## src/rtl/ul_pkg.sv

```systemverilog
package ul_pkg;
  localparam logic [1:0] SEL_RXD  = 2'd0;
  localparam logic [1:0] SEL_TXD  = 2'd1;
  localparam logic [1:0] SEL_STAT = 2'd2;
  localparam logic [1:0] SEL_CTRL = 2'd3;

  localparam int CTL_TX_FLUSH = 0;
  localparam int CTL_RX_FLUSH = 1;
  localparam int CTL_IE       = 4;

  localparam int OVS = 16;

  typedef enum logic [1:0] {RX_IDLE, RX_START, RX_BITS} rx_state_e;
endpackage

```

## src/rtl/ul_fifo.sv

```systemverilog
module ul_fifo #(
  parameter int W     = 8,
  parameter int DEPTH = 16
) (
  input  logic          clk_i,
  input  logic          rst_ni,
  input  logic          flush_i,
  input  logic          push_i,
  input  logic [W-1:0]  wdata_i,
  input  logic          pop_i,
  output logic [W-1:0]  rdata_o,
  output logic          empty_o,
  output logic          full_o,
  output logic [$clog2(DEPTH+1)-1:0] count_o
);
  localparam int AW = (DEPTH > 1) ? $clog2(DEPTH) : 1;
  localparam int CW = $clog2(DEPTH+1);

  logic [W-1:0]  mem_q [DEPTH];
  logic [AW-1:0] wp_q, rp_q;
  logic [CW-1:0] cnt_q;
  logic do_push, do_pop;

  assign empty_o = (cnt_q == '0);
  assign full_o  = (cnt_q == CW'(DEPTH));
  assign do_push = push_i && !full_o;
  assign do_pop  = pop_i && !empty_o;
  assign rdata_o = mem_q[rp_q];
  assign count_o = cnt_q;

  function automatic logic [AW-1:0] nxt(input logic [AW-1:0] p);
    return (p == AW'(DEPTH-1)) ? '0 : p + AW'(1);
  endfunction

  always_ff @(posedge clk_i or negedge rst_ni) begin
    if (!rst_ni) begin
      wp_q  <= '0;
      rp_q  <= '0;
      cnt_q <= '0;
    end else if (flush_i) begin
      wp_q  <= '0;
      rp_q  <= '0;
      cnt_q <= '0;
    end else begin
      if (do_push) wp_q <= nxt(wp_q);
      if (do_pop)  rp_q <= nxt(rp_q);
      if (do_push && !do_pop)      cnt_q <= cnt_q + CW'(1);
      else if (do_pop && !do_push) cnt_q <= cnt_q - CW'(1);
    end
  end

  always_ff @(posedge clk_i) begin
    if (do_push && !flush_i) mem_q[wp_q] <= wdata_i;
  end

  AST_FIFO_BOUND: assert property (@(posedge clk_i) disable iff (!rst_ni)
    cnt_q <= CW'(DEPTH));
endmodule

```

## src/rtl/ul_tx.sv

```systemverilog
module ul_tx #(
  parameter int DATA_BITS  = 8,
  parameter int PARITY_EN  = 0,
  parameter int PARITY_ODD = 0
) (
  input  logic                 clk_i,
  input  logic                 rst_ni,
  input  logic                 tick_i,
  input  logic                 avail_i,
  input  logic [DATA_BITS-1:0] data_i,
  output logic                 pop_o,
  output logic                 txd_o
);
  localparam int FRAME = DATA_BITS + PARITY_EN + 2;
  localparam int CW    = $clog2(FRAME+1);

  logic             busy_q;
  logic [FRAME-1:0] shf_q, frame_w;
  logic [3:0]       sub_q;
  logic [CW-1:0]    left_q;

  if (PARITY_EN != 0) begin : g_par
    assign frame_w = {1'b1, (^data_i) ^ (PARITY_ODD != 0), data_i, 1'b0};
  end else begin : g_npar
    assign frame_w = {1'b1, data_i, 1'b0};
  end

  assign pop_o = !busy_q && avail_i;
  assign txd_o = busy_q ? shf_q[0] : 1'b1;

  always_ff @(posedge clk_i or negedge rst_ni) begin
    if (!rst_ni) begin
      busy_q <= 1'b0;
      shf_q  <= '1;
      sub_q  <= '0;
      left_q <= '0;
    end else if (pop_o) begin
      busy_q <= 1'b1;
      shf_q  <= frame_w;
      sub_q  <= '0;
      left_q <= CW'(FRAME);
    end else if (busy_q && tick_i) begin
      if (sub_q == 4'(ul_pkg::OVS-1)) begin
        sub_q  <= '0;
        shf_q  <= {1'b1, shf_q[FRAME-1:1]};
        left_q <= left_q - CW'(1);
        if (left_q == CW'(1)) busy_q <= 1'b0;
      end else begin
        sub_q <= sub_q + 4'd1;
      end
    end
  end

  AST_TX_STOP_HIGH: assert property (@(posedge clk_i) disable iff (!rst_ni)
    $fell(busy_q) |-> $past(txd_o));
endmodule

```

## src/rtl/ul_rx.sv

```systemverilog
module ul_rx #(
  parameter int DATA_BITS  = 8,
  parameter int PARITY_EN  = 0,
  parameter int PARITY_ODD = 0
) (
  input  logic                 clk_i,
  input  logic                 rst_ni,
  input  logic                 tick_i,
  input  logic                 rxd_i,
  output logic                 valid_o,
  output logic [DATA_BITS-1:0] data_o,
  output logic                 frame_err_o,
  output logic                 par_err_o
);
  import ul_pkg::*;
  localparam int NB = DATA_BITS + PARITY_EN + 1;
  localparam int IW = $clog2(NB);

  rx_state_e     st_q;
  logic          rxd_q;
  logic [3:0]    sub_q;
  logic [IW-1:0] idx_q;
  logic [NB-1:0] sh_q, full_w;
  logic          perr_w;

  assign full_w = {rxd_i, sh_q[NB-1:1]};

  if (PARITY_EN != 0) begin : g_par
    assign perr_w = ((^full_w[DATA_BITS-1:0]) ^ full_w[DATA_BITS]) != (PARITY_ODD != 0);
  end else begin : g_npar
    assign perr_w = 1'b0;
  end

  always_ff @(posedge clk_i or negedge rst_ni) begin
    if (!rst_ni) begin
      st_q        <= RX_IDLE;
      rxd_q       <= 1'b1;
      sub_q       <= '0;
      idx_q       <= '0;
      sh_q        <= '0;
      valid_o     <= 1'b0;
      data_o      <= '0;
      frame_err_o <= 1'b0;
      par_err_o   <= 1'b0;
    end else begin
      rxd_q   <= rxd_i;
      valid_o <= 1'b0;
      unique case (st_q)
        RX_IDLE: if (rxd_q && !rxd_i) begin
          st_q  <= RX_START;
          sub_q <= '0;
        end
        RX_START: if (tick_i) begin
          if (sub_q == 4'(OVS/2-1)) begin
            sub_q <= '0;
            idx_q <= '0;
            st_q  <= rxd_i ? RX_IDLE : RX_BITS;
          end else begin
            sub_q <= sub_q + 4'd1;
          end
        end
        RX_BITS: if (tick_i) begin
          if (sub_q == 4'(OVS-1)) begin
            sub_q <= '0;
            sh_q  <= full_w;
            if (idx_q == IW'(NB-1)) begin
              st_q        <= RX_IDLE;
              valid_o     <= 1'b1;
              data_o      <= full_w[DATA_BITS-1:0];
              frame_err_o <= !full_w[NB-1];
              par_err_o   <= perr_w;
            end else begin
              idx_q <= idx_q + IW'(1);
            end
          end else begin
            sub_q <= sub_q + 4'd1;
          end
        end
        default: st_q <= RX_IDLE;
      endcase
    end
  end

  AST_RX_VALID_PULSE: assert property (@(posedge clk_i) disable iff (!rst_ni)
    valid_o |=> !valid_o);
endmodule

```

## src/rtl/ul_lite_uart.sv

```systemverilog
module ul_lite_uart #(
  parameter int TICK_DIV   = 54,
  parameter int DATA_BITS  = 8,
  parameter int PARITY_EN  = 0,
  parameter int PARITY_ODD = 0,
  parameter int FIFO_DEPTH = 16
) (
  input  logic        clk_i,
  input  logic        rst_ni,
  input  logic [3:0]  addr_i,
  input  logic        we_i,
  input  logic        re_i,
  input  logic [31:0] wdata_i,
  output logic [31:0] rdata_o,
  input  logic        rxd_i,
  output logic        txd_o,
  output logic        irq_o
);
  import ul_pkg::*;
  localparam int TW = (TICK_DIV > 1) ? $clog2(TICK_DIV) : 1;
  localparam int CW = $clog2(FIFO_DEPTH+1);

  logic [TW-1:0] tdiv_q;
  logic          tick;
  logic          rxd_s1_q, rxd_s2_q;
  logic [1:0]    sel;
  logic          rd_rx, wr_tx, rd_st, wr_ct;
  logic          tx_pop, tx_empty, tx_full;
  logic [DATA_BITS-1:0] tx_head, rx_head, rx_char;
  logic [CW-1:0] tx_cnt, rx_cnt;
  logic          rx_empty, rx_full, rx_valid, rx_ferr, rx_perr;
  logic          ie_q, ovr_q, frm_q, par_q;
  logic          rx_empty_d_q, tx_empty_d_q, ev;
  logic [7:0]    status;

  // oversampling tick
  always_ff @(posedge clk_i or negedge rst_ni) begin
    if (!rst_ni) tdiv_q <= '0;
    else if (tick) tdiv_q <= '0;
    else tdiv_q <= tdiv_q + TW'(1);
  end
  assign tick = (tdiv_q == TW'(TICK_DIV-1));

  always_ff @(posedge clk_i or negedge rst_ni) begin
    if (!rst_ni) begin
      rxd_s1_q <= 1'b1;
      rxd_s2_q <= 1'b1;
    end else begin
      rxd_s1_q <= rxd_i;
      rxd_s2_q <= rxd_s1_q;
    end
  end

  assign sel   = addr_i[3:2];
  assign rd_rx = re_i && (sel == SEL_RXD);
  assign wr_tx = we_i && (sel == SEL_TXD);
  assign rd_st = re_i && (sel == SEL_STAT);
  assign wr_ct = we_i && (sel == SEL_CTRL);

  ul_fifo #(.W(DATA_BITS), .DEPTH(FIFO_DEPTH)) u_tx_fifo (
    .clk_i, .rst_ni,
    .flush_i (wr_ct && wdata_i[CTL_TX_FLUSH]),
    .push_i  (wr_tx),
    .wdata_i (wdata_i[DATA_BITS-1:0]),
    .pop_i   (tx_pop),
    .rdata_o (tx_head),
    .empty_o (tx_empty),
    .full_o  (tx_full),
    .count_o (tx_cnt)
  );

  ul_tx #(.DATA_BITS(DATA_BITS), .PARITY_EN(PARITY_EN), .PARITY_ODD(PARITY_ODD)) u_tx (
    .clk_i, .rst_ni,
    .tick_i  (tick),
    .avail_i (!tx_empty),
    .data_i  (tx_head),
    .pop_o   (tx_pop),
    .txd_o
  );

  ul_rx #(.DATA_BITS(DATA_BITS), .PARITY_EN(PARITY_EN), .PARITY_ODD(PARITY_ODD)) u_rx (
    .clk_i, .rst_ni,
    .tick_i      (tick),
    .rxd_i       (rxd_s2_q),
    .valid_o     (rx_valid),
    .data_o      (rx_char),
    .frame_err_o (rx_ferr),
    .par_err_o   (rx_perr)
  );

  ul_fifo #(.W(DATA_BITS), .DEPTH(FIFO_DEPTH)) u_rx_fifo (
    .clk_i, .rst_ni,
    .flush_i (wr_ct && wdata_i[CTL_RX_FLUSH]),
    .push_i  (rx_valid),
    .wdata_i (rx_char),
    .pop_i   (rd_rx),
    .rdata_o (rx_head),
    .empty_o (rx_empty),
    .full_o  (rx_full),
    .count_o (rx_cnt)
  );

  // control and sticky errors; a new error wins over a clearing read
  always_ff @(posedge clk_i or negedge rst_ni) begin
    if (!rst_ni) begin
      ie_q  <= 1'b0;
      ovr_q <= 1'b0;
      frm_q <= 1'b0;
      par_q <= 1'b0;
    end else begin
      if (wr_ct) ie_q <= wdata_i[CTL_IE];
      ovr_q <= (rx_valid && rx_full)  || (ovr_q && !rd_st);
      frm_q <= (rx_valid && rx_ferr)  || (frm_q && !rd_st);
      par_q <= (rx_valid && rx_perr)  || (par_q && !rd_st);
    end
  end

  assign status = {par_q, frm_q, ovr_q, ie_q, tx_full, tx_empty, rx_full, !rx_empty};

  always_comb begin
    unique case (sel)
      SEL_RXD:  rdata_o = rx_empty ? 32'd0 : {{(32-DATA_BITS){1'b0}}, rx_head};
      SEL_STAT: rdata_o = {24'd0, status};
      default:  rdata_o = 32'd0;
    endcase
  end

  // interrupt: one-cycle pulse per FIFO transition
  assign ev = (rx_empty_d_q && !rx_empty) || (!tx_empty_d_q && tx_empty);

  always_ff @(posedge clk_i or negedge rst_ni) begin
    if (!rst_ni) begin
      rx_empty_d_q <= 1'b1;
      tx_empty_d_q <= 1'b1;
      irq_o        <= 1'b0;
    end else begin
      rx_empty_d_q <= rx_empty;
      tx_empty_d_q <= tx_empty;
      irq_o        <= ie_q && ev;
    end
  end

  logic unused_bits;
  assign unused_bits = ^{addr_i[1:0], wdata_i[31:8], rx_cnt};

  AST_TX_FLUSH_EMPTY: assert property (@(posedge clk_i) disable iff (!rst_ni)
    (wr_ct && wdata_i[CTL_TX_FLUSH]) |=> tx_empty);
  AST_RX_FLUSH_EMPTY: assert property (@(posedge clk_i) disable iff (!rst_ni)
    (wr_ct && wdata_i[CTL_RX_FLUSH]) |=> rx_empty);
  AST_TX_FULL_DROP: assert property (@(posedge clk_i) disable iff (!rst_ni)
    (wr_tx && tx_full && !tx_pop) |=> (tx_cnt == $past(tx_cnt)));
  AST_OVR_SET: assert property (@(posedge clk_i) disable iff (!rst_ni)
    (rx_valid && rx_full) |=> ovr_q);
  AST_EMPTY_READ_ZERO: assert property (@(posedge clk_i) disable iff (!rst_ni)
    (rd_rx && rx_empty) |-> (rdata_o == 32'd0));
  AST_IRQ_GATED: assert property (@(posedge clk_i) disable iff (!rst_ni)
    irq_o |-> $past(ie_q));
endmodule

```

## config.mk

```make
export PLATFORM = sky130hd
export DESIGN_NAME = ul_lite_uart
export DESIGN_NICKNAME = d
export VERILOG_FILES = /design/src/rtl/ul_pkg.sv /design/src/rtl/ul_fifo.sv /design/src/rtl/ul_tx.sv /design/src/rtl/ul_rx.sv /design/src/rtl/ul_lite_uart.sv
export SDC_FILE = /design/constraint.sdc
export NUM_CORES = 1
export LEC_CHECK = 0
export ABC_AREA = 1
export CORE_ASPECT_RATIO = 1.25
export CORE_MARGIN = 4
export CORE_UTILIZATION = 45
export CTS_BUF_LIST = sky130_fd_sc_hd__clkbuf_8
export DETAILED_ROUTE_END_ITERATION = 6
export DONT_BUFFER_PORTS = 1
export REMOVE_ABC_BUFFERS = 1
export SYNTH_ARGS = -nofsm -noshare
export SYNTH_HDL_FRONTEND = slang
export SYNTH_SLANG_ARGS = --single-unit
export TNS_END_PERCENT = 10
```

## constraint.sdc

```tcl
create_clock -name clk_i -period 2.3 [get_ports clk_i]
set_input_delay 0.46 -clock clk_i [delete_from_list [all_inputs] [get_ports clk_i]]
set_output_delay 0.46 -clock clk_i [all_outputs]
set_load 0.005 [all_outputs]
```

After elaboration in Yosys (flattened, before gate mapping)
Memory sizes are Yosys's and may differ from the RTL's.
Cells that the tools add are included.
{"block": "op_classes", "add_sub_neg": 13, "eq_ne": 24, "mux": 63, "n_reduce_logical": 66}
{"operator": "two-way mux 4 bit", "count": 28}
{"operator": "one-hot mux 32 bit (2 select lines)", "count": 1}
{"operator": "two-way mux 10 bit", "count": 3}
{"operator": "two-way mux 5 bit", "count": 6}
{"operator": "adder 4 x 1 -> 4 bit (second input constant)", "count": 7}
{"operator": "equality test 4 bit (second input constant)", "count": 7}
{"operator": "logical AND 1 bit", "count": 27}
{"operator": "nonzero test 2 bit", "count": 8}
{"operator": "logical NOT 1 bit", "count": 14}
{"operator": "two-way mux 2 bit", "count": 7}
{"operator": "two-way mux 1 bit", "count": 13}
{"operator": "one-hot mux 4 bit (3 select lines)", "count": 1}
{"operator": "AND reduction 6 bit", "count": 2}
{"operator": "adder 5 x 1 -> 5 bit (second input constant)", "count": 2}
{"operator": "equality test 5 bit (second input constant)", "count": 2}
{"operator": "logical NOT 5 bit", "count": 2}
{"operator": "subtractor 5 x 1 -> 5 bit (second input constant)", "count": 2}
{"operator": "nonzero test 3 bit", "count": 3}
{"operator": "two-way mux 8 bit", "count": 1}
{"operator": "inequality test 2 x 1 -> 1 bit (second input constant)", "count": 4}
{"operator": "one-hot mux 4 bit (2 select lines)", "count": 1}
{"operator": "AND reduction 4 bit", "count": 2}
{"operator": "adder 6 x 1 -> 6 bit (second input constant)", "count": 1}
{"operator": "equality test 2 bit (second input constant)", "count": 3}
{"operator": "12 further kinds", "count": 19}
{"block": "totals", "regBits": 90, "ram_bits": 256, "wordCells": 196, "mem_count": 2}
{"name": "u_rx_fifo.mem_q", "depth": 16, "width": 8, "rd": 1, "rd_ports_with_merged_regs": 0, "write_ports": 1, "line": "ul_fifo.sv:19", "source": "logic [W-1:0] mem_q [DEPTH];"}
{"name": "u_tx_fifo.mem_q", "depth": 16, "width": 8, "rd": 1, "rd_ports_with_merged_regs": 0, "write_ports": 1, "line": "ul_fifo.sv:19"}

Logic depth before layout (Yosys ltp)
Gate-level depths: netlist (run 1).
{"block": "depth", "ltp_word": 8, "depth_mapped": 12, "depth_no_buf": 11}

Modules after synthesis
From an unflattened synthesis (run 1), not the netlist that was laid out.
{"block": "unflattened", "cells_unflattened": 1405, "hier_area_um2": 15274.6}
{"module": "ul_fifo at u_rx_fifo", "n_inst": 1, "cells_per_inst": 500, "area_each_um2": 5967.0, "seq_area_each_um2": 4169.0}
{"module": "ul_fifo at u_tx_fifo", "n_inst": 1, "cells_per_inst": 492, "area_each_um2": 5957.0, "seq_area_each_um2": 4169.0}
{"module": "ul_rx", "n_inst": 1, "cells_per_inst": 167, "area_each_um2": 1433.9, "seq_area_each_um2": 726.9}
{"module": "ul_tx", "n_inst": 1, "cells_per_inst": 126, "area_each_um2": 968.4, "seq_area_each_um2": 461.7}
{"module": "ul_lite_uart", "n_inst": 1, "cells_per_inst": 120, "area_each_um2": 948.4, "seq_area_each_um2": 380.4}

Worst setup path after synthesis (run 1)
No wires, ideal clock.
{"block": "synth_path", "kind": "input port to flip-flop", "from": "in addr_i[2]", "to": "reg u_tx_fifo.cnt_q[4], in the netlist u_tx_fifo.count_o[4]", "setup_time_ps": 83, "arrival_ps": 2012, "required_ps": 2217, "path_slack_ps": 206, "cell_stages": 12, "n_path_buf": 1, "cell_sequence": "inv_1 > nor3_1 > nand2_1 > inv_1 > buf_2 > ha_1 > inv_1 > fa_1 > nand3_1 > nand2_1 > xnor2_1 > o21ai_0"}
{"block": "synth_between", "elab_chain_len": 6, "elab_cells_between_ends": 12}
{"element": "start, declared", "line": "ul_lite_uart.sv:10", "source": "input logic [3:0] addr_i,"}
{"element": "equality test 2 x 1 -> 1 bit", "line": "ul_lite_uart.sv:56", "source": "assign wr_tx = we_i && (sel == SEL_TXD);"}
{"element": "logical AND 1 bit", "line": "ul_lite_uart.sv:56"}
{"element": "logical AND 1 bit", "line": "ul_fifo.sv:26", "source": "assign do_push = push_i && !full_o;"}
{"element": "logical AND 1 bit or logical NOT 1 bit (tied branches)", "line": "ul_fifo.sv:47, ul_fifo.sv:48"}
{"element": "two-way mux 5 bit or logical AND 1 bit (tied branches)", "line": "ul_fifo.sv:47, ul_fifo.sv:48"}
{"element": "two-way mux 5 bit or nonzero test 3 bit (tied branches)"}
{"element": "end signal, assigned", "line": "ul_fifo.sv:47", "source": "if (do_push && !do_pop) cnt_q <= cnt_q + CW'(1);"}
{"element": "end signal, assigned", "line": "ul_fifo.sv:48", "source": "else if (do_pop && !do_push) cnt_q <= cnt_q - CW'(1);"}
{"element": "end, declared", "line": "ul_fifo.sv:21", "source": "logic [CW-1:0] cnt_q;"}
Several ways; a longest one is shown, not always the timed one.
A chain may end at the register's enable or synchronous reset.

Worst setup path after layout (run 1)
{"block": "layout_path", "from": "reg u_rx_fifo.rp_q[0]", "to": "out rdata_o[2]"}
{"block": "layout_between", "elab_chain_len": 3}
{"element": "start, declared", "line": "ul_fifo.sv:20", "source": "logic [AW-1:0] wp_q, rp_q;"}
{"element": "start signal, assigned", "line": "ul_fifo.sv:46", "source": "if (do_pop) rp_q <= nxt(rp_q);"}
{"element": "memory read (16 x 8 bit)"}
{"element": "two-way mux 8 bit", "line": "ul_lite_uart.sv:122", "source": "SEL_RXD: rdata_o = rx_empty ? 32'd0 : {{(32-DATA_BITS){1'b0}}, rx_head};"}
{"element": "one-hot mux 32 bit (2 select lines)", "line": "ul_lite_uart.sv:121", "source": "unique case (sel)"}
{"element": "end, declared", "line": "ul_lite_uart.sv:14", "source": "output logic [31:0] rdata_o,"}
Every way passes these cells.

==> insert_results.sql, run 1 <==
INSERT INTO impl_metrics (metric_group, metric, value, unit) VALUES
('run_status', 'result_of_the_run', 'finished with violations', ''),
('run_status', 'violations', 'negative setup slack', ''),
('floorplan', 'floorplan.die_area', '38130', 'um2'),
('timing', 'final.setup.tns', '-1.266', 'ns'),
('synthesis', 'synthAdderAreaFrac', '2.713', '%'),
('floorplan', 'core_region_area', '34520', 'um2'),
('synthesis', 'synth_top_area_share', '48.74', '%'),
('detailed_routing', 'vias_per_cell', '4.860', ''),
('placed_design', 'place.gp.congestion', '0.8813', ''),
('pwr', 'switching_power', '4.788', 'mW'),
('layout', 'share_of_final_layout_standard_cells_stronger_than_drive_strength_1', '11.37', '%'),
('floorplan', 'dieWidth', '175.4', 'um'),
('critical_path', 'critPathLaunchType', 'flip-flop', ''),
('synthesis', 'yosys.cell_types.count', '41', ''),
('synthesis', 'number_of_warnings_reported_in_the_yosys_synthesis_log', '0', ''),
('timing', 'slew-limit-headroom', '47.42', '%'),
('pwr', 'vdd_ir_drop_max', '0.0004564', 'V'),
('detailed_routing', 'route.detailed.wl_per_inst', '16.07', 'um'),
('synthesis', 'dominantRegCellSynth', 'edfxtp_1', ''),
('timing', 'clock_skew', '0.04161', 'ns'),
('timing', 'max_transition_viols_final', '0', ''),
('pwr', 'power.share.switching', '30.64', '%'),
('placed_design', 'dpl-instance-area', '16480', 'um2'),
('timing', 'worst-slew-pin-transition', '0.7888', 'ns'),
('critical_path', 'critPathSlowestCell', 'dfrtp_2', ''),
('critical_path', 'cp-end-kind', 'primary output', ''),
('layout', 'design_area', '17830', 'um2'),
('clock_network', 'total_clock_sinks', '344', ''),
('clock_network', 'clock_insertion_delay_at_the_later_pin_of_the_skew_report', '0.60', 'ns'),
('timing', 'timing.final.setup_violations', '8', ''),
('timing', 'timing.hold.ws', '0.08351', 'ns'),
('pwr', 'p_int', '10.84', 'mW'),
('detailed_routing', 'via_count', '10690', ''),
('timing', 'final.setup.worst_slack', '-0.1982', 'ns'),
('critical_path', 'timing.critical_path.slowest_cell_delay', '0.46', 'ns'),
('synthesis', 'synthCells', '1612', ''),
('flow_run', 'maxCapViolations', '0', ''),
('critical_path', 'critical_path_required', '1.84', 'ns'),
('layout', 'fillerInstances', '3094', ''),
('synthesis', 'yosys-top-cells-count', 'nand2_1, edfxtp_1, inv_1', ''),
('critical_path', 'cp_top_family', 'simple AND/OR/NAND/NOR gates', ''),
('synthesis', 'synth_async_sr_flop_share', '25.58', '%'),
('detailed_routing', 'detail-route-antenna-nets', '0', ''),
('critical_path', 'worstSetupPathType', 'reg2out', ''),
('pwr', 'pwr-share-comb', '22.4', '%'),
('pwr', 'power_density', '876.3', 'nW/um2'),
('layout', 'area_growth_syn_to_layout', '13.07', '%'),
('synthesis', 'yosys.area_share.xor_xnor', '0.9996', '%'),
('timing', 'fmaxAchievable', '400.3', 'MHz'),
('floorplan', 'initial_core_util', '45.69', '%'),
('synthesis', 'syn_area', '15770', 'um2'),
('detailed_routing', 'drt-initial-drc-count', '714', ''),
('grt', 'grt_max_degree', '89', ''),
('synthesis', 'yosysSeqAreaShare', '62.82', '%'),
('critical_path', 'max_fanout_on_critical_path', '15', ''),
('grt', 'grt_pass1_vias', '10610', ''),
('floorplan', 'die_height', '217.3', 'um'),
('synthesis', 'number_of_synthesized_register_bits', '344', ''),
('synthesis', 'avgSynthCellArea', '9.784', 'um2'),
('critical_path', 'timing.critical_path.cells', 'inv_6, buf_12, nand2_1, nand3_1, nand2_1, nand2_1, nand2_2, inv_1, nand2_1, nand2_1, nand2_2', ''),
('clock_network', 'ctsHtreeMaxLevel', '2', ''),
('critical_path', 'cp_bufs_invs', '3', ''),
('timing', 'min_period_over_period', '108.6', '%'),
('worst_hold_path', 'min-delay-path-class', 'in2reg', ''),
('timing', 'hold_viol_final', '0', ''),
('synthesis', 'cell_with_the_most_instances_after_synthesis', 'nand2_1', ''),
('synthesis', 'synth_area_leaders', 'edfxtp_1, nand2_1, dfrtp_1', ''),
('detailed_routing', 'drt-pass1-iter-count', '5', ''),
('synthesis', 'netlist.top_cell.by_area', 'edfxtp_1', ''),
('floorplan', 'io_pins', '75', ''),
('pwr', 'seqPwrFrac', '45.5', '%');
[kinds of logic after synthesis]
| logic type | count (synthesis) |
|---|---|
| adder cells (fa/ha/maj) | 33 |
| flip-flops | 344 |
| other | 1 |
| AND/OR/NAND/NOR | 808 |
| XOR/XNOR | 18 |
| buffers and inverters | 308 |
| AO/OA/AOI/OAI | 100 |
[cell type report]
class	instances	area (um2)	area share, %
Sequential cell	344	9910	55.57
Multi-Input combinational cell	983	4690	26.30
Inverter	233	883.3	4.953
Clock buffer	62	853.3	4.785
Timing Repair Buffer	75	705.7	3.957
Tap cell	468	585.6	3.284
Clock inverter	35	206.4	1.158
[worst reg2reg max path, cell delays in order (launching register included)]
cell and delay (ns):
dfrtp_1 0.41, nor2_1 0.17, nand4_1 0.25, nand3_1 0.23
ha_1 0.21, inv_1 0.13, fa_1 0.42, nand3_1 0.10
nand2_1 0.07, xnor2_1 0.14, o22ai_1 0.08
[path summary, 6_finish.rpt]
kind,startpoint,end,slack (ns),cells past startpoint
max in group asynchronous,rst_ni,u_tx.shf_q[3]$_DFFE_PN1P_,1.43,2
worst max register to register,u_rx_fifo.count_o[2]$_DFFE_PN0P_,u_rx_fifo.count_o[4]$_DFFE_PN0P_,0.01,10
worst min register to register,rxd_s1_q$_DFF_PN1_,rxd_s2_q$_DFF_PN1_,0.36,0
worst min-delay path,re_i,par_q$_DFF_PN0_,0.08,3
worst max-delay path,u_rx_fifo.rp_q[0]$_DFFE_PN0P_,rdata_o[2],-0.20,11
min in group asynchronous,rst_ni,u_rx.st_q[0]$_DFFE_PN0P_,0.42,2
[state kept, by name, indices dropped and copies added, names as in the netlist, 2 cells and up]
register and cells:
u_rx.idx_q 4, u_tx_fifo.wp_q 4, u_rx_fifo.rp_q 4, u_rx.data_o 8
u_tx_fifo.count_o 5, u_rx_fifo.count_o 5, u_tx.left_q 4, u_tx_fifo.mem_q 128
u_rx_fifo.wp_q 4, u_rx.sub_q 4, u_rx_fifo.mem_q 128, u_tx_fifo.rp_q 4
u_tx.sub_q 4, u_rx.sh_q 8, u_tx.shf_q 9, tdiv_q 6
u_rx.st_q 2
[cell usage in the layout, fill, tap and decap left out, types with 12 or more instances in the layout]
master	n
edfxtp_1	256
clkinv_1	12
conb_1	24
dfstp_2	14
nand2_2	17
dfrtp_1	72
nand3_1	173
o21ai_1	15
a21oi_1	19
nand2_1	489
clkbuf_8	62
o21ai_0	44
ha_1	31
inv_1	237
buf_4	55
nor2_1	95
[per-layer routing]
metal  global-route usage, %  vias up  wire [um]  share of wire, %
met5                       0        -          0                 0
met4                   7.176        0       1268               3.6
met2                   32.74      227      17720                50
met3                   3.162       83       1690               4.8
met1                   22.88     5050      14670                41
li1                        -     5333          -                 -
[power by group through the flow]
stage	registers, mW	logic [mW]	clock network, mW
global placement	7.22	3.15	0
detailed placement	7.23	3.18	0
CTS	7.11	3.46	5.16
global route	7.14	3.92	5.44
finish	7.11	3.50	5.02
floorplan	7.34	1.96	0
[per-stage QoR]
step / total power, mW / cells
6_report: 15.63 / 2200
3_3_place_gp: 10.38 / 2089
2_1_floorplan: 9.309 / 1560
5_1_grt: 16.50 / 2200
3_5_place_dp: 10.41 / 2089
4_1_cts: 15.73 / 2199
[what timing repair did]
action / in CTS / in global routing
gates cloned: 1 / 1
hold endpoints to repair: 219 / 0
pin swaps: 0 / 1
resized for setup: 26 / 9
setup endpoints to repair: 8 / 11
buffers inserted: 0 / 0
hold buffers: 12 / 0
No activity file was read; power rests on OpenSTA's default activity.
==> run 2, diff against run 1 <==
Settings changed: CORE_UTILIZATION 45 to 66, PLACE_DENSITY set to 0.82.
==> run 2 against run 1 <==
  * The flow still finishes with violations (negative setup slack)
  * Utilization up 23 points
  * Global-route usage grew 6.8 points
  * Routed wire length fell by 0.94%
  * Combinational power grew 13%
  * Largest cell class unchanged
==> insert_results.sql, run 2 (synthesis results as in run 1) <==
INSERT INTO impl_metrics (metric_group, metric, value, unit) VALUES
('pwr', 'vdd_ir_drop_max', '0.0006143', 'V'),
('timing', 'worst-slew-pin-transition', '0.7860', 'ns'),
('pwr', 'p_int', '10.71', 'mW'),
('critical_path', 'rr_endpoint', 'u_rx_fifo.count_o[4]$_DFFE_PN0P_', ''),
('layout', 'most-common-layout-cells', 'nand2_1, edfxtp_1, inv_1', ''),
('layout', 'leading_cell_type_in_the_layout_fill_and_taps_excluded', 'nand2_1', ''),
('critical_path', 'timing.rr.start', 'u_rx_fifo.count_o[2]$_DFFE_PN0P_', ''),
('timing', 'final_period_minus_worst_setup_slack', '2.546', 'ns'),
('pwr', 'switching_power', '4.939', 'mW'),
('grt', 'grt_antenna_before_repair', '0', ''),
('worst_hold_path', 'hold_end', 'u_rx_fifo.rp_q[1]$_DFFE_PN0P_', ''),
('critical_path', 'critPathSlowestCell', 'dfrtp_2', ''),
('floorplan', 'io_pins', '75', ''),
('clock_network', 'total_clock_sinks', '344', ''),
('pwr', 'seqPwrFrac', '45.6', '%'),
('timing', 'hold_viol_final', '0', ''),
('placed_design', 'placement.setup.worst_slack', '0.05909', 'ns'),
('critical_path', 'stages_on_the_worst_setup_path', '11', ''),
('critical_path', 'critical_path_arrival', '2.09', 'ns'),
('clock_network', 'clockRootBuffer', 'clkbuf_8', ''),
('detailed_routing', 'vias_per_cell', '5.570', ''),
('timing', 'rsz0062_at_grt', 'yes', ''),
('critical_path', 'critPathLaunchType', 'flip-flop', ''),
('layout', 'share_of_final_layout_standard_cells_stronger_than_drive_strength_1', '12.78', '%'),
('critical_path', 'startpoint', 'u_rx_fifo.rp_q[0]$_DFFE_PN0P_', ''),
('detailed_routing', 'drt-initial-drc-count', '770', ''),
('floorplan', 'core.rowCount', '63', ''),
('layout', 'fillerInstances', '1502', ''),
('grt', 'first_pass_grt_wire_length', '53.68', 'mm'),
('clock_network', 'tritoncts', 'yes', ''),
('worst_hold_path', 'hold_path.startpoint', 're_i', ''),
('timing', 'clock_skew', '0.03188', 'ns'),
('critical_path', 'r2r_cells', '10', ''),
('critical_path', 'timing.critical_path.cells', 'buf_4, buf_12, nand2_1, nand3_1, nand2_1, nand2_1, nand2_1, inv_1, nand2_1, nand2_2, nand2_2', ''),
('layout', 'top_regs', 'u_rx_fifo.mem_q x128, u_tx_fifo.mem_q x128, u_tx.shf_q x9', ''),
('floorplan', 'floorplan.die_area', '26450', 'um2'),
('grt', 'globalRouteOverflowTotal', '0', ''),
('detailed_routing', 'via_count', '11260', ''),
('worst_hold_path', 'min-delay-path-class', 'in2reg', ''),
('clock_network', 'cts_made_buffers', '50', ''),
('clock_network', 'clock_tree.buffer_depth', '3', ''),
('layout', 'area_growth_syn_to_layout', '11.97', '%'),
('detailed_routing', 'drt-pass1-iter-count', '5', ''),
('worst_hold_path', 'worstHoldPathCells', '2', ''),
('pwr', 'pwr-share-comb', '25.3', '%'),
('pwr', 'power.share.clock', '29.0', '%'),
('clock_network', 'clock_insertion_delay_at_the_later_pin_of_the_skew_report', '0.59', 'ns'),
('detailed_routing', 'drt_wl_total', '35.02', 'mm'),
('grt', 'grt_pass1_vias', '10790', ''),
('critical_path', 'cp-end-kind', 'primary output', ''),
('floorplan', 'core_region_area', '23650', 'um2'),
('pwr', 'static_power_due_to_leakage', '7.895', 'nW'),
('floorplan', 'dieWidth', '146.3', 'um'),
('layout', 'num-nets-final', '1764', ''),
('floorplan', 'initial_core_util', '66.69', '%'),
('grt', 'track_usage', '25.34', '%'),
('detailed_routing', 'drc', '0', ''),
('critical_path', 'worstSetupPathType', 'reg2out', ''),
('detailed_routing', 'route.detailed.wl_per_inst', '17.32', 'um'),
('run_status', 'result_of_the_run', 'finished with violations', ''),
('placed_design', 'dp.final_hpwl', '21.22', 'mm'),
('flow_run', 'maxCapViolations', '0', ''),
('run_status', 'violations', 'negative setup slack', ''),
('placed_design', 'place.gp.congestion', '0.9457', ''),
('timing', 'final.setup.worst_slack', '-0.2460', 'ns'),
('grt', 'grt_max_degree', '89', ''),
('floorplan', 'die_height', '180.8', 'um'),
('placed_design', 'port_buffer_count', '0', ''),
('pwr', 'power.share.switching', '31.55', '%'),
('layout', 'design_area', '17660', 'um2'),
('critical_path', 'timing.critical_path.slowest_cell_delay', '0.46', 'ns'),
('timing', 'timing.final.setup_violations', '8', ''),
('timing', 'slew-limit-headroom', '47.42', '%'),
('critical_path', 'r2r_setup_slack', '0.18', 'ns'),
('detailed_routing', 'detail-route-antenna-nets', '0', ''),
('placed_design', 'dpl-instance-area', '16170', 'um2'),
('timing', 'max_transition_viols_final', '0', ''),
('critical_path', 'max_fanout_on_critical_path', '27', ''),
('clock_network', 'clk_pin_slew_worst_paths', '0.07', 'ns'),
('critical_path', 'crit_top_cell', 'nand2_1', ''),
('critical_path', 'cp_bufs_invs', '3', ''),
('critical_path', 'cp_top_family', 'simple AND/OR/NAND/NOR gates', ''),
('pwr', 'power_density', '886.4', 'nW/um2'),
('timing', 'min_period_over_period', '110.7', '%'),
('timing', 'fmaxAchievable', '392.8', 'MHz'),
('critical_path', 'critical_path_required', '1.84', 'ns'),
('clock_network', 'ctsHtreeMaxLevel', '2', '');
-- run 2: worst max path at each step --
stage | to | slack (ns)
6_report | rdata_o[1] | -0.25
3_3_place_gp | u_rx_fifo.count_o[4]$_DFFE_PN0P_ | 0.21
2_1_floorplan | rdata_o[1] | -0.81
4_1_cts | rdata_o[1] | -0.20
3_5_place_dp | u_rx_fifo.count_o[4]$_DFFE_PN0P_ | 0.06
5_1_grt | rdata_o[4] | -0.34
-- run 2: per-layer routing --
metal | share of wire (%) | vias up | track usage [%]
met3 | 6.8 | 125 | 4.390
met1 | 36 | 5315 | 30.61
met5 | 0 | - | 0
met2 | 52 | 485 | 44.10
met4 | 5.1 | 0 | 12.42
li1 | - | 5337 | -
-- run 2: area by class of cell --
class	count	area, um2	area share [%]
clock inverters	38	191.4	1.084
clock buffers	53	729.5	4.131
well taps	292	365.4	2.069
inverters	233	889.6	5.038
diodes	1	2.502	0.01417
flip-flops and latches	344	9911	56.12
multi-input cells	983	4740	26.84
repair buffers	78	830.8	4.705
-- run 2: timing repair --
action,CTS,global route
pin swaps,0,27
resized for setup,12,63
hold endpoints to repair,218,0
setup endpoints to repair,8,13
gates cloned,0,8
buffers inserted,0,9
hold buffers,11,0
-- run 2: power groups by stage --
| stage | Clock (mW) | Sequential [mW] | Combinational, mW |
|---|---|---|---|
| final | 4.54 | 7.15 | 3.96 |
| after global routing | 4.89 | 7.17 | 4.37 |
| after CTS | 4.60 | 7.12 | 3.15 |
| after detailed placement | 0 | 7.24 | 2.99 |
| after global placement | 0 | 7.22 | 2.86 |
| after floorplan | 0 | 7.34 | 1.96 |
-- run 2: through the flow --
step	utilization, %	hold WS, ns	cells	TNS (ns)	power [mW]
6_report	74.68	0.04051	2022	-1.742	15.65
5_1_grt	74.67	0.02771	2021	-2.448	16.43
3_5_place_dp	68.37	0.1676	1902	0	10.23
4_1_cts	72.96	0.01600	2004	-1.390	14.87
3_3_place_gp	68.37	0.1680	1902	0	10.08
2_1_floorplan	-	0.1644	1560	-13.92	9.309
